### src/rtl/tgen_pkg.sv
package tgen_pkg;

    localparam int unsigned BYTE_W    = 8;
    localparam int unsigned LFSR_W    = 7;
    localparam logic [BYTE_W-1:0] HDR1_BYTE = 8'hF6;
    localparam logic [BYTE_W-1:0] HDR2_BYTE = 8'h28;
    localparam logic [LFSR_W-1:0] LFSR_SEED = '1;

    typedef enum logic [1:0] {
        SEG_HDR1 = 2'd0,
        SEG_HDR2 = 2'd1,
        SEG_PAY  = 2'd2
    } seg_e;

    typedef struct packed {
        logic [BYTE_W-1:0] data;
        logic              valid;
        logic              sof;
    } beat_t;

    typedef struct packed {
        logic [BYTE_W-1:0] bits;
        logic [LFSR_W-1:0] next;
    } prbs_step_t;

    // Eight steps of x^7 + x^6 + 1; the first new bit lands in the MSB.
    function automatic prbs_step_t prbs_byte(input logic [LFSR_W-1:0] st);
        prbs_step_t r;
        logic [LFSR_W-1:0] s;
        logic nb;
        s = st;
        r.bits = '0;
        for (int i = 0; i < BYTE_W; i++) begin
            nb = s[6] ^ s[5];
            r.bits = {r.bits[BYTE_W-2:0], nb};
            s = {s[LFSR_W-2:0], nb};
        end
        r.next = s;
        return r;
    endfunction

endpackage

### src/rtl/tgen_frame_ctr.sv
module tgen_frame_ctr #(
    parameter int unsigned FRAME_LEN = 9720,
    localparam int unsigned CW = $clog2(FRAME_LEN)
) (
    input  logic          clk,
    input  logic          clr,
    input  logic          adv,
    output logic [CW-1:0] pos
);
    localparam logic [CW-1:0] LAST = CW'(FRAME_LEN - 1);

    always_ff @(posedge clk) begin
        if (clr)
            pos <= '0;
        else if (adv)
            pos <= (pos == LAST) ? '0 : pos + 1'b1;
    end
endmodule

### src/rtl/tgen_seg_decode.sv
module tgen_seg_decode
    import tgen_pkg::*;
#(
    parameter int unsigned HDR1_LEN = 12,
    parameter int unsigned HDR2_LEN = 12,
    parameter int unsigned CW = 14
) (
    input  logic [CW-1:0] pos,
    output seg_e          seg
);
    localparam logic [CW-1:0] HDR2_START = CW'(HDR1_LEN);
    localparam logic [CW-1:0] PAY_START  = CW'(HDR1_LEN + HDR2_LEN);

    always_comb begin
        if (pos < HDR2_START)
            seg = SEG_HDR1;
        else if (pos < PAY_START)
            seg = SEG_HDR2;
        else
            seg = SEG_PAY;
    end
endmodule

### src/rtl/tgen_prbs_src.sv
module tgen_prbs_src
    import tgen_pkg::*;
(
    input  logic              clk,
    input  logic              clr,
    input  logic              adv,
    output logic [BYTE_W-1:0] pbyte
);
    logic [LFSR_W-1:0] state;
    prbs_step_t        step;

    always_comb step = prbs_byte(state);
    assign pbyte = step.bits;

    always_ff @(posedge clk) begin
        if (clr)
            state <= LFSR_SEED;
        else if (adv)
            state <= step.next;
    end
endmodule

### src/rtl/tgen_top.sv
module tgen_top
    import tgen_pkg::*;
#(
    parameter int unsigned HDR1_LEN = 12,
    parameter int unsigned HDR2_LEN = 12,
    parameter int unsigned PAY_LEN  = 9696
) (
    input  logic       clk,
    input  logic       frame_rst_n,
    input  logic       test_n,
    output logic [7:0] tx_byte,
    output logic       tx_valid,
    output logic       tx_sof
);
    localparam int unsigned FRAME_LEN = HDR1_LEN + HDR2_LEN + PAY_LEN;
    localparam int unsigned CW = $clog2(FRAME_LEN);

    logic          idle;
    logic [CW-1:0] pos;
    seg_e          seg;
    logic [7:0]    pbyte;
    beat_t         nxt, out_q;

    assign idle = !frame_rst_n || test_n;

    tgen_frame_ctr #(.FRAME_LEN(FRAME_LEN)) u_ctr (
        .clk(clk), .clr(idle), .adv(1'b1), .pos(pos)
    );

    tgen_seg_decode #(.HDR1_LEN(HDR1_LEN), .HDR2_LEN(HDR2_LEN), .CW(CW)) u_dec (
        .pos(pos), .seg(seg)
    );

    tgen_prbs_src u_prbs (
        .clk(clk), .clr(idle), .adv(seg == SEG_PAY), .pbyte(pbyte)
    );

    always_comb begin
        nxt.valid = 1'b1;
        nxt.sof   = (pos == '0);
        unique case (seg)
            SEG_HDR1: nxt.data = HDR1_BYTE;
            SEG_HDR2: nxt.data = HDR2_BYTE;
            default:  nxt.data = pbyte;
        endcase
    end

    always_ff @(posedge clk) begin
        if (idle)
            out_q <= '0;
        else
            out_q <= nxt;
    end

    assign tx_byte  = out_q.data;
    assign tx_valid = out_q.valid;
    assign tx_sof   = out_q.sof;
endmodule

### config.mk
export PLATFORM = sky130hd
export DESIGN_NAME = tgen_top
export DESIGN_NICKNAME = d
export VERILOG_FILES = /design/src/rtl/tgen_pkg.sv /design/src/rtl/tgen_frame_ctr.sv /design/src/rtl/tgen_seg_decode.sv /design/src/rtl/tgen_prbs_src.sv /design/src/rtl/tgen_top.sv
export SDC_FILE = /design/constraint.sdc
export NUM_CORES = 1
export LEC_CHECK = 0
export ABC_CLOCK_PERIOD_IN_PS = 1950
export BUFFER_PORTS_ARGS = -buffer_cell sky130_fd_sc_hd__buf_2
export CAP_MARGIN = 20
export CORE_MARGIN = 1.5
export CORE_UTILIZATION = 56
export CTS_CLUSTER_DIAMETER = 60
export DETAILED_ROUTE_END_ITERATION = 8
export PLACE_DENSITY = 0.83
export SLEW_MARGIN = 25
export SYNTH_ARGS = -nofsm -noshare
export SYNTH_HDL_FRONTEND = slang
export SYNTH_SLANG_ARGS = --single-unit
### constraint.sdc
create_clock -name clk -period 1.95 [get_ports clk]
set_clock_uncertainty 0.2 [all_clocks]
set_input_delay 0.585 -clock clk [delete_from_list [all_inputs] [get_ports clk]]
set_output_delay 0.585 -clock clk [all_outputs]
set_load 0.1 [all_outputs]
# After elaboration in Yosys (flattened, before gate mapping)
# Index checks and enable logic that the tools add are counted.
[op_classes] reduce_logical=5 magnitude_cmp=2 addsub=1 eq_ne=3 bitwise=8 mux=4
[ops] cell="$pmux W8 S2" count=1
[ops] cell="$add A14 B1 Y14 const B" count=1
[ops] cell="$eq A14 B14 Y1 const B" count=1
[ops] cell="$logic_not A14 Y1" count=1
[ops] cell="$lt A14 B4 Y1 const B" count=1
[ops] cell="$lt A14 B5 Y1 const B" count=1
[ops] cell="$xor A1 B1 Y1" count=8
[ops] cell="$mux W2" count=3
[ops] cell="$eq A2 B1 Y1 const B" count=1
[ops] cell="$eq A2 B2 Y1 const B" count=1
[ops] cell="$logic_not A2 Y1" count=1
[ops] cell="$reduce_or A2 Y1" count=1
[ops] cell="$logic_not A1 Y1" count=1
[ops] cell="$logic_or A1 B1 Y1" count=1
[totals] register_bits=31 output_inout_bits=10 in_bits=3

# Logic depth before layout (Yosys ltp)
# Gate-level depths: netlist of the first run.
[logic_depth] ltp_word=5 depth_mapped=6 mapped_depth_nobuf=5

# Modules after synthesis
# From an unflattened synthesis of the first run, not the netlist that was laid out.
[unflattened] hier_cells=147 area_unflattened_um2=1405.1
[modules_own_cells] mod="tgen_frame_ctr" instances=1 cells_each=73 area_per_inst_um2=649.4 seq_area_each_um2=280.3
[modules_own_cells] mod="tgen_top" instances=1 cells_each=38 area_per_inst_um2=374.1 seq_area_each_um2=200.2
[modules_own_cells] mod="tgen_prbs_src" instances=1 cells_each=30 area_per_inst_um2=335.3 seq_area_each_um2=140.1
[modules_own_cells] mod="tgen_seg_decode" instances=1 cells_each=6 area_per_inst_um2=46.3 seq_area_each_um2=0.0

# Worst setup path after synthesis of the first run
# No wires, ideal clock.
[synth_path] kind="register to register" from="register u_ctr.pos[3]" to="register u_prbs.state[1]" stages_incl_launch_ff=7 synth_period_minus_slack_ns=1.715 setup_slack_ns=0.235 path_buffers=2 setup_time_ns=0.119 arrival_ns=1.396 path_cell_list="dfxtp_1 > buf_4 > a2111oi_4 > nand3_2 > buf_2 > a21oi_1 > o21ai_1"
[synth_via] elab_chain_len=4 word_cells_on_any_way=5 cone_classes="order compare: 2; eq/ne: 1; mux: 2"
[synth_rtl] element="start, declared" line="tgen_frame_ctr.sv:8" source="output logic [CW-1:0] pos"
[synth_rtl] element="start signal, assigned" line="tgen_frame_ctr.sv:16" source="pos <= (pos == LAST) ? '0 : pos + 1'b1;"
[synth_rtl] element="$lt A14 B5 Y1" line="tgen_seg_decode.sv:17" source="else if (pos < PAY_START)"
[synth_rtl] element="$mux W2" line="tgen_seg_decode.sv:17"
[synth_rtl] element="$mux W2 (*)" line="tgen_seg_decode.sv:15" source="if (pos < HDR2_START)"
[synth_rtl] element="$eq A2 B2 Y1 (*)" line="tgen_top.sv:35" source=".clk(clk), .clr(idle), .adv(seg == SEG_PAY), .pbyte(pbyte)"
[synth_rtl] element="end signal, assigned" line="tgen_prbs_src.sv:19" source="state <= step.next;"
[synth_rtl] element="end, declared" line="tgen_prbs_src.sv:9" source="logic [LFSR_W-1:0] state;"
# Every way passes the cells marked *; elsewhere a longest branch is shown, timed or not.
# A chain may end at the register's enable or synchronous reset.

# Worst setup path in the final report of the first run
[layout_path] from="register u_ctr.pos[8]" to="register u_ctr.pos[5]"
[layout_via] elab_chain_len=2
[layout_rtl] element="$eq A14 B14 Y1" line="tgen_frame_ctr.sv:16"
[layout_rtl] element="$reduce_or A2 Y1 (no line)"
# No other way between the ends.

==> results of run 1 <==
final cells by class:
| class | count | area share [%] |
|---|---|---|
| well taps | 28 | 2.310 |
| flip-flops and latches | 31 | 40.92 |
| clock inverters | 2 | 2.310 |
| repair buffers | 19 | 7.426 |
| multi-input cells | 100 | 41.91 |
| inverters | 7 | 1.733 |
| clock buffers | 6 | 3.383 |
synth_stat cells:
master and number:
nor3_1 7, nor4_1 3, nand3_2 1, clkinv_1 1, clkbuf_2 1, ha_1 2, o21ai_1 1, a31oi_1 2
buf_4 2, a21oi_1 6, xnor2_1 10, nand4_1 3, nor2_1 27, and4_1 1, xor2_1 10, dfxtp_1 31
buf_2 2, o21ai_0 2, nand2_1 10, buf_6 3, mux2i_1 4, a2111oi_4 1, nand2b_1 1, inv_1 6
o21ai_4 1, and3_1 1, nand3_1 6, or4b_4 1
power by group:
group	switching (mW)	internal (mW)
registers	0.00312	0.643
logic	0.0839	0.0151
clock network	0.220	0.303
through the flow:
stage          hold slack, ns  total power [mW]
2_1_floorplan          0.2296            0.7491
3_3_place_gp           0.2419            0.7598
3_5_place_dp           0.2574            0.7611
4_1_cts                0.2767             1.281
5_1_grt                0.3536             1.322
6_report               0.2700             1.268
cells by family after synthesis:
kind of cell | share of synthesized area [%]
and+or+nand+nor | 21.40
DFF | 46.36
xor gates and xnor gates | 13.08
buffers and inverters | 6.728
AOI/OAI and AO/OA | 7.570
muxes | 2.991
adders and majority gates | 1.869
final timing paths:
path | start | endpoint | cells past startpoint
max reg2reg | u_ctr.pos[8]$_SDFF_PP0_ | u_ctr.pos[5]$_SDFF_PP0_ | 4
min | u_ctr.pos[0]$_SDFF_PP0_ | u_ctr.pos[0]$_SDFF_PP0_ | 1
max | u_ctr.pos[8]$_SDFF_PP0_ | u_ctr.pos[5]$_SDFF_PP0_ | 4
min reg2reg | u_ctr.pos[0]$_SDFF_PP0_ | u_ctr.pos[0]$_SDFF_PP0_ | 1
flip-flops by register name, indices dropped and copies added, names as in the netlist:
signal	count
tx_sof	1
tx_byte	8
u_prbs.state	7
tx_valid	1
u_ctr.pos	14
metal layers:
metal | track usage [%] | up-vias
met4 | 14.47 | 0
met3 | 11.21 | 9
met2 | 36.50 | 20
met1 | 23.82 | 471
li1 | - | 520
met5 | 0 | -
==> run summary, run 1 <==
On the worst path, the slowest cell contributes a delay of ~0.54 ns. The half-perimeter wire length of the detailed placement result came out at 1.775 mm. The number of cells after detailed placement came out at 185. The wire length on met1 came out at 1.004 mm. The die covers ~2700 µm². The violation count after the first detailed-route iteration came out at 17. The most common cell after layout, fill and taps aside is dfxtp_1. The initial utilization of the core area, before any placement, comes to 59.94%. The library cell occupying the most area in the post-synthesis netlist is dfxtp_1. The worst setup path is launched from a flop. The cell at the slowest stage of the critical path is or4b_4. The share of post-route cells with drive strength above 1 is a little under a fifth. Measured along the y axis, the die boundary spans 51.90 µm.

The total of hold buffers inserted after clock tree synthesis is 0. Once the clock tree was built, the resizer swapped 0 gates to a different size. The total number of placement rows is 17. Dividing the detail-routed via count by the number of cells gives between 5 and 6.

The total power per unit cell area came out at between 800 and 900 nW/µm². The post-detailed-routing wire length is ~2.4 mm. Timing analysis after detailed placement gives a worst setup slack of 0.1290 ns.

The routed design uses 1.232 mm of met2 wire. In the final design database the tool counted between 150 and 200 nets. TritonCTS built the clock tree. The via count of the first global-routing pass came out at 990.

The maximum fanout encountered on the critical timing path came out at 13. After detailed routing, the average wire length per cell comes to about 13 µm. Sorting the synthesized cells by area gives the leading types as dfxtp_1, nor2_1, xnor2_1. The placed instances occupy a cell area of 1423 µm². The TritonCTS buffer count came out at 5. Synthesis produced a netlist whose cell count is 146. Max-cap violations in this run came to 0. The data required time of the critical path is about 2.0 ns. The routed layout has around 1000 vias. The area inside the core boundary came out at ~2200 µm². The number of setup buffers added after CTS is 0. Yosys printed 0 warnings. Summed over all failing endpoints, the final setup total negative slack is 0 ns. The number of failing setup endpoints in the final timing report came out at 0. The post-route clock period utilization came out at a little over nine tenths. The antenna diode count is 0.

The clock reaches the later pin of the worst-skew pair after 0.34 ns. The flop-to-flop setup slack came out at roughly 0.067 ns. The type of destination of the critical path is a flop.

Global routing used about 23% of the available tracks across all layers. The number of fill cells in the layout is 198. The pre-antenna-repair detailed-routing pass consisted of 4 iterations.

The critical path class is reg -> reg. The number of port buffers came out at 12. The portion of synthesized cell area occupied by the leading cell type is 46.36%.

CTS built an H-tree with a depth of 2. The post-route non-filler standard cell count is 193. In the final layout, flip-flops and latches occupy 620.6 µm². The sum of met3 wire segment lengths after detailed routing is 118 µm. Among cell families on the critical path, the largest total delay comes from simple AND/OR/NAND/NOR gates. The area of the multi-input gates came out at about 640 µm². The number of sinks handled by clock tree synthesis came out at 31. The number of distinct library cells after synthesis came out at 28. The number of antenna violations at the first check in global routing was 0. The largest buffer count on any clock path is 2. In the layout the commonest cells are dfxtp_1, nor2_1, buf_2.

The shortest period the worst path allows came out at about 1.9 ns. The sum of buffers and inverters on the critical path came out at 0. The total leakage power is 0.5892 nW. The count of final max-slew check failures is 0. Routed signal wires occupy layers up through met4. The worst setup margin came out at 0.06728 ns. The number of nets in the synthesized netlist is 151. The synthesized area per cell is 9.170 µm². The remaining global-route overflow came out at 0. The area growth from synthesis to layout came out at 13.27%. The mapped netlist covers 1339 µm². For this run, the register share of the synthesized area comes to 46.36%. In this run the count of I/O pins placed on the die edge is 13. Timing would allow up to 0.5311 GHz. The signal on the critical path passes through nand2_1 -> or4b_4 -> o21ai_4 -> nor2_1. The utilization of the core after routing came out at 67.90%. In this run the worst hold path is classified as reg -> reg. The congestion estimate from routability-driven global placement came to between 0.8 and 0.9.

For this run, design rule violations remaining after detail routing come to 0. The largest voltage drop on the vdd net came out at around 0.0010 V. Entering global routing, the biggest net connects 15 pins.

The number of failing hold endpoints at the final stage came out at 0. The die extent in x came out at 51.90 µm. Setup repair after global routing left no endpoint under its margin.

The cell sitting at the root of the clock tree is a clkbuf_4. After synthesis the netlist holds a flip-flop and latch count of 31. The actual transition at the worst max-transition pin came out at approximately 0.49 ns. The endpoint arrival time on the critical path is 1.89 ns. The worst slew slack as a fraction of its limit is 67.58%. The first global-routing pass estimated 4.264 mm of wire. The clock transition at the registers of the reported paths came out at ~0.1 ns.

The flow ran to the end, and the final reports show no timing, DRC or antenna violations. The final design instance area without fill came out at 1516 µm². The remaining number of nets flagged by the antenna check after routing is 0.
Power figures use the tool's default switching activity.
==> run 2: changes to the inputs <==
--- a/config.mk
+++ b/config.mk
@@ -8,8 +8,10 @@
 export ABC_CLOCK_PERIOD_IN_PS = 1950
 export BUFFER_PORTS_ARGS = -buffer_cell sky130_fd_sc_hd__buf_2
 export CAP_MARGIN = 20
+export CELL_PAD_IN_SITES_DETAIL_PLACEMENT = 0
+export CELL_PAD_IN_SITES_GLOBAL_PLACEMENT = 1
 export CORE_MARGIN = 1.5
-export CORE_UTILIZATION = 56
+export CORE_UTILIZATION = 43
 export CTS_CLUSTER_DIAMETER = 60
 export DETAILED_ROUTE_END_ITERATION = 8
 export PLACE_DENSITY = 0.83
==> run summary, run 2 (synthesis results as in run 1) <==
The flow ran to the end, and the final reports show no timing, DRC or antenna violations. The share of power burned in the clock network is 41.3% (about the same). The initial core utilization is 44.58% (-15 points).

The post-route clock period utilization is 95.25% (-1.3 points). The die extent in x came out at 58.80 µm (+13%). In the layout the commonest cells are dfxtp_1, nor2_1, buf_2. The met2 global-route usage was 21.90% (-15 points).

The number of iterations in the first detailed-routing pass came out at 4 (unchanged). The number of fill cells in the layout came out at 312 (+58%). The utilization of the core after routing came out at 50.21% (-18 points). The antenna diode count is 0 (unchanged). The final weighted congestion in routability-driven placement is 0.7788 (-11%).

The number of antenna violations at the first check in global routing is 0 (unchanged). The remaining global-route overflow came out at 0 (unchanged). The path class of the tightest hold or removal check is reg -> reg. The flop-to-flop setup slack is 0.12 ns (+0.05 ns).

The area inside the core boundary came out at 3003 µm² (+34%). The internal power component came out at 961.2 µW (about the same). The largest buffer count on any clock path is 2 (unchanged). The via count came to 1004 (-1.6%).

The max-capacitance violation count is 0 (unchanged). The TritonCTS buffer count is 5 (unchanged). The switching part of the total is 24.24% (+0.034 points).

The number of failing setup endpoints in the final timing report came to 0 (unchanged). The path depth of the worst reg2reg path came to 5 (+1). The shortest period the worst path allows is 1.857 ns (-0.02531 ns).

The I/O pin count came out at 13 (unchanged). The critical path class is reg -> out. The critical path goes through buf_2. The total number of placement rows came out at 20 (+3).

The worst register-to-register path begins at u_ctr.pos[7]$_SDFF_PP0_. Clock tree synthesis selected as its root buffer the cell clkbuf_4. The proportion of power drawn by combinational gates came to 7.8% (about the same). The post-detailed-routing wire length was 2.279 mm (-6.6%). The maximum level of the CTS H-tree was 2 (unchanged). The TritonCTS clock tree is yes. The fraction of met3 tracks used by global routing came to 7.253% (-4.0 points). The number of sinks handled by clock tree synthesis came out at 31 (unchanged).

The sum of buffers and inverters on the critical path is 1 (+1). The violation count after the first detailed-route iteration was 24 (+7). The combined global-route utilization of all metal layers is 14.80% (-8.1 points). The net total in the final layout was 168 (-0.59%).

The worst-case hold slack is 0.2673 ns (-0.002647 ns). The share of post-route cells with drive strength above 1 came to 18.29% (-0.50 points). The category of cells accounting for the largest share of critical-path delay is buffers and inverters. The peak clock frequency supported by timing came out at 0.5384 GHz (+1.4%). The accumulated negative setup slack is 0 ns (unchanged). The share of total power in sequential cells is 51.0% (about the same). The total leakage power is 0.5825 nW (-1.1%). The area growth from synthesis to layout is 12.62%.

The number of failing hold endpoints at the final stage came to 0 (unchanged). The count of final max-slew check failures came out at 0 (unchanged). The via density per instance came out at 5.096 (-3.6%). The worst register-to-register path ends at u_prbs.state[0]$_SDFFE_PN1N_.

The number of gates resized after CTS came to 0 (unchanged). Leaving out fill and tap cells, the most frequent cell in the layout is dfxtp_1. The routed wirelength normalized by instance count is 11.57 µm (-8.5%). The maximum fanout encountered on the critical timing path came to 1 (-12).

The half-perimeter wire length of the detailed placement result came out at 1.631 mm (-8.1%). The net load switching power is 307.6 µW (+0.17%). The maximum single-stage delay on the critical path is 0.41 ns (-0.13 ns).

Setup repair after global routing left no endpoint under its margin. The number of port buffers is 12 (unchanged). The data required time of the critical path came out at 1.16 ns (-0.80 ns). The remaining number of nets flagged by the antenna check after routing came out at 0 (unchanged). The die height was 58.80 µm (+13%). The via count of the first global-routing pass is 912 (-7.9%).

The post-detailed-route DRC marker count is 0 (unchanged). met2 is the most crowded layer. The endpoint arrival time on the critical path is 1.07 ns (-0.82 ns).

The critical path depth in cells is 1 (-3). The worst setup path is launched from a flop. The worst slew slack as a fraction of its limit is 67.84% (+0.26 points). The total power per unit cell area came out at 841.5 nW/µm² (+0.61%). For this design, the slowest cell found on the critical path is buf_2. The total setup buffers inserted after CTS is 0 (unchanged). The die area came to 3457 µm² (+28%).

The global-route wire length before repair was 3.795 mm (-11%). The actual transition at the worst max-transition pin came out at 0.4858 ns (-0.003881 ns). The clock transition at the registers of the reported paths came out at 0.10 ns (about the same). The pin count of the biggest net entering global routing came out at 15 (unchanged). The worst setup path is captured at a primary output. The number of flip-flops in the largest register was 14 (unchanged).

The later-pin clock latency in the skew report is 0.34 ns (about the same). Ranked by flip-flop count, first place goes to u_ctr.pos. Tracing the worst setup path back leads to its startpoint at tx_byte[7]$_SDFF_PN0_. The largest voltage drop on the vdd net is 0.0005426 V (-48%). In this run the worst setup path terminates at tx_byte[7]. The met1 usage in global routing came out at 17.88% (-5.9 points).
run 2: per-stage QoR:
stage          instances  power (mW)  instance area (µm²)  worst slack (ns)
2_1_floorplan        146      0.7491                 1339            0.2350
3_3_place_gp         189      0.7604                 1421            0.1591
3_5_place_dp         189      0.7611                 1421            0.1266
4_1_cts              197       1.287                 1508           0.07437
5_1_grt              197       1.311                 1508           0.02127
6_report             197       1.269                 1508           0.09259
run 2: timing repair:
action,4_1_cts,5_1_grt
endpoints found under the hold margin,0,0
endpoints found under the setup margin,0,2
hold buffers,0,0
run 2: power groups by stage:
| stage | clock, mW | sequential, mW | combinational (mW) |
|---|---|---|---|
| global placement | 0 | 0.661 | 0.0990 |
| finish | 0.524 | 0.647 | 0.0985 |
| detailed placement | 0 | 0.662 | 0.0995 |
| floorplan | 0 | 0.727 | 0.0218 |
| CTS | 0.540 | 0.647 | 0.0996 |
| global route | 0.558 | 0.648 | 0.105 |
run 2: cell type report:
class,count,area (µm²),area share (%)
clock buffer,6,51.30,3.402
inverter,7,26.28,1.743
multi-input combinational,100,628.1,41.66
sequential,31,620.6,41.16
clock inverter,2,35.03,2.324
timing repair buffer,18,105.1,6.971
tap,33,41.29,2.739
run 2: worst min path at each step:
stage                                 start  slack (ns)  depth (start not counted)                 endpoint
floorplan           u_ctr.pos[0]$_SDFF_PP0_        0.23                          1  u_ctr.pos[0]$_SDFF_PP0_
CTS                 u_ctr.pos[0]$_SDFF_PP0_        0.28                          1  u_ctr.pos[0]$_SDFF_PP0_
finish              u_ctr.pos[0]$_SDFF_PP0_        0.27                          1  u_ctr.pos[0]$_SDFF_PP0_
global placement    u_ctr.pos[0]$_SDFF_PP0_        0.24                          1  u_ctr.pos[0]$_SDFF_PP0_
detailed placement  u_ctr.pos[0]$_SDFF_PP0_        0.26                          1  u_ctr.pos[0]$_SDFF_PP0_
global route        u_ctr.pos[0]$_SDFF_PP0_        0.31                          1  u_ctr.pos[0]$_SDFF_PP0_
run 2: metal layers:
metal	up-vias	wire, µm
met2	25	1024
li1	511	-
met3	7	108
met4	0	57
met1	461	1089
met5	-	0
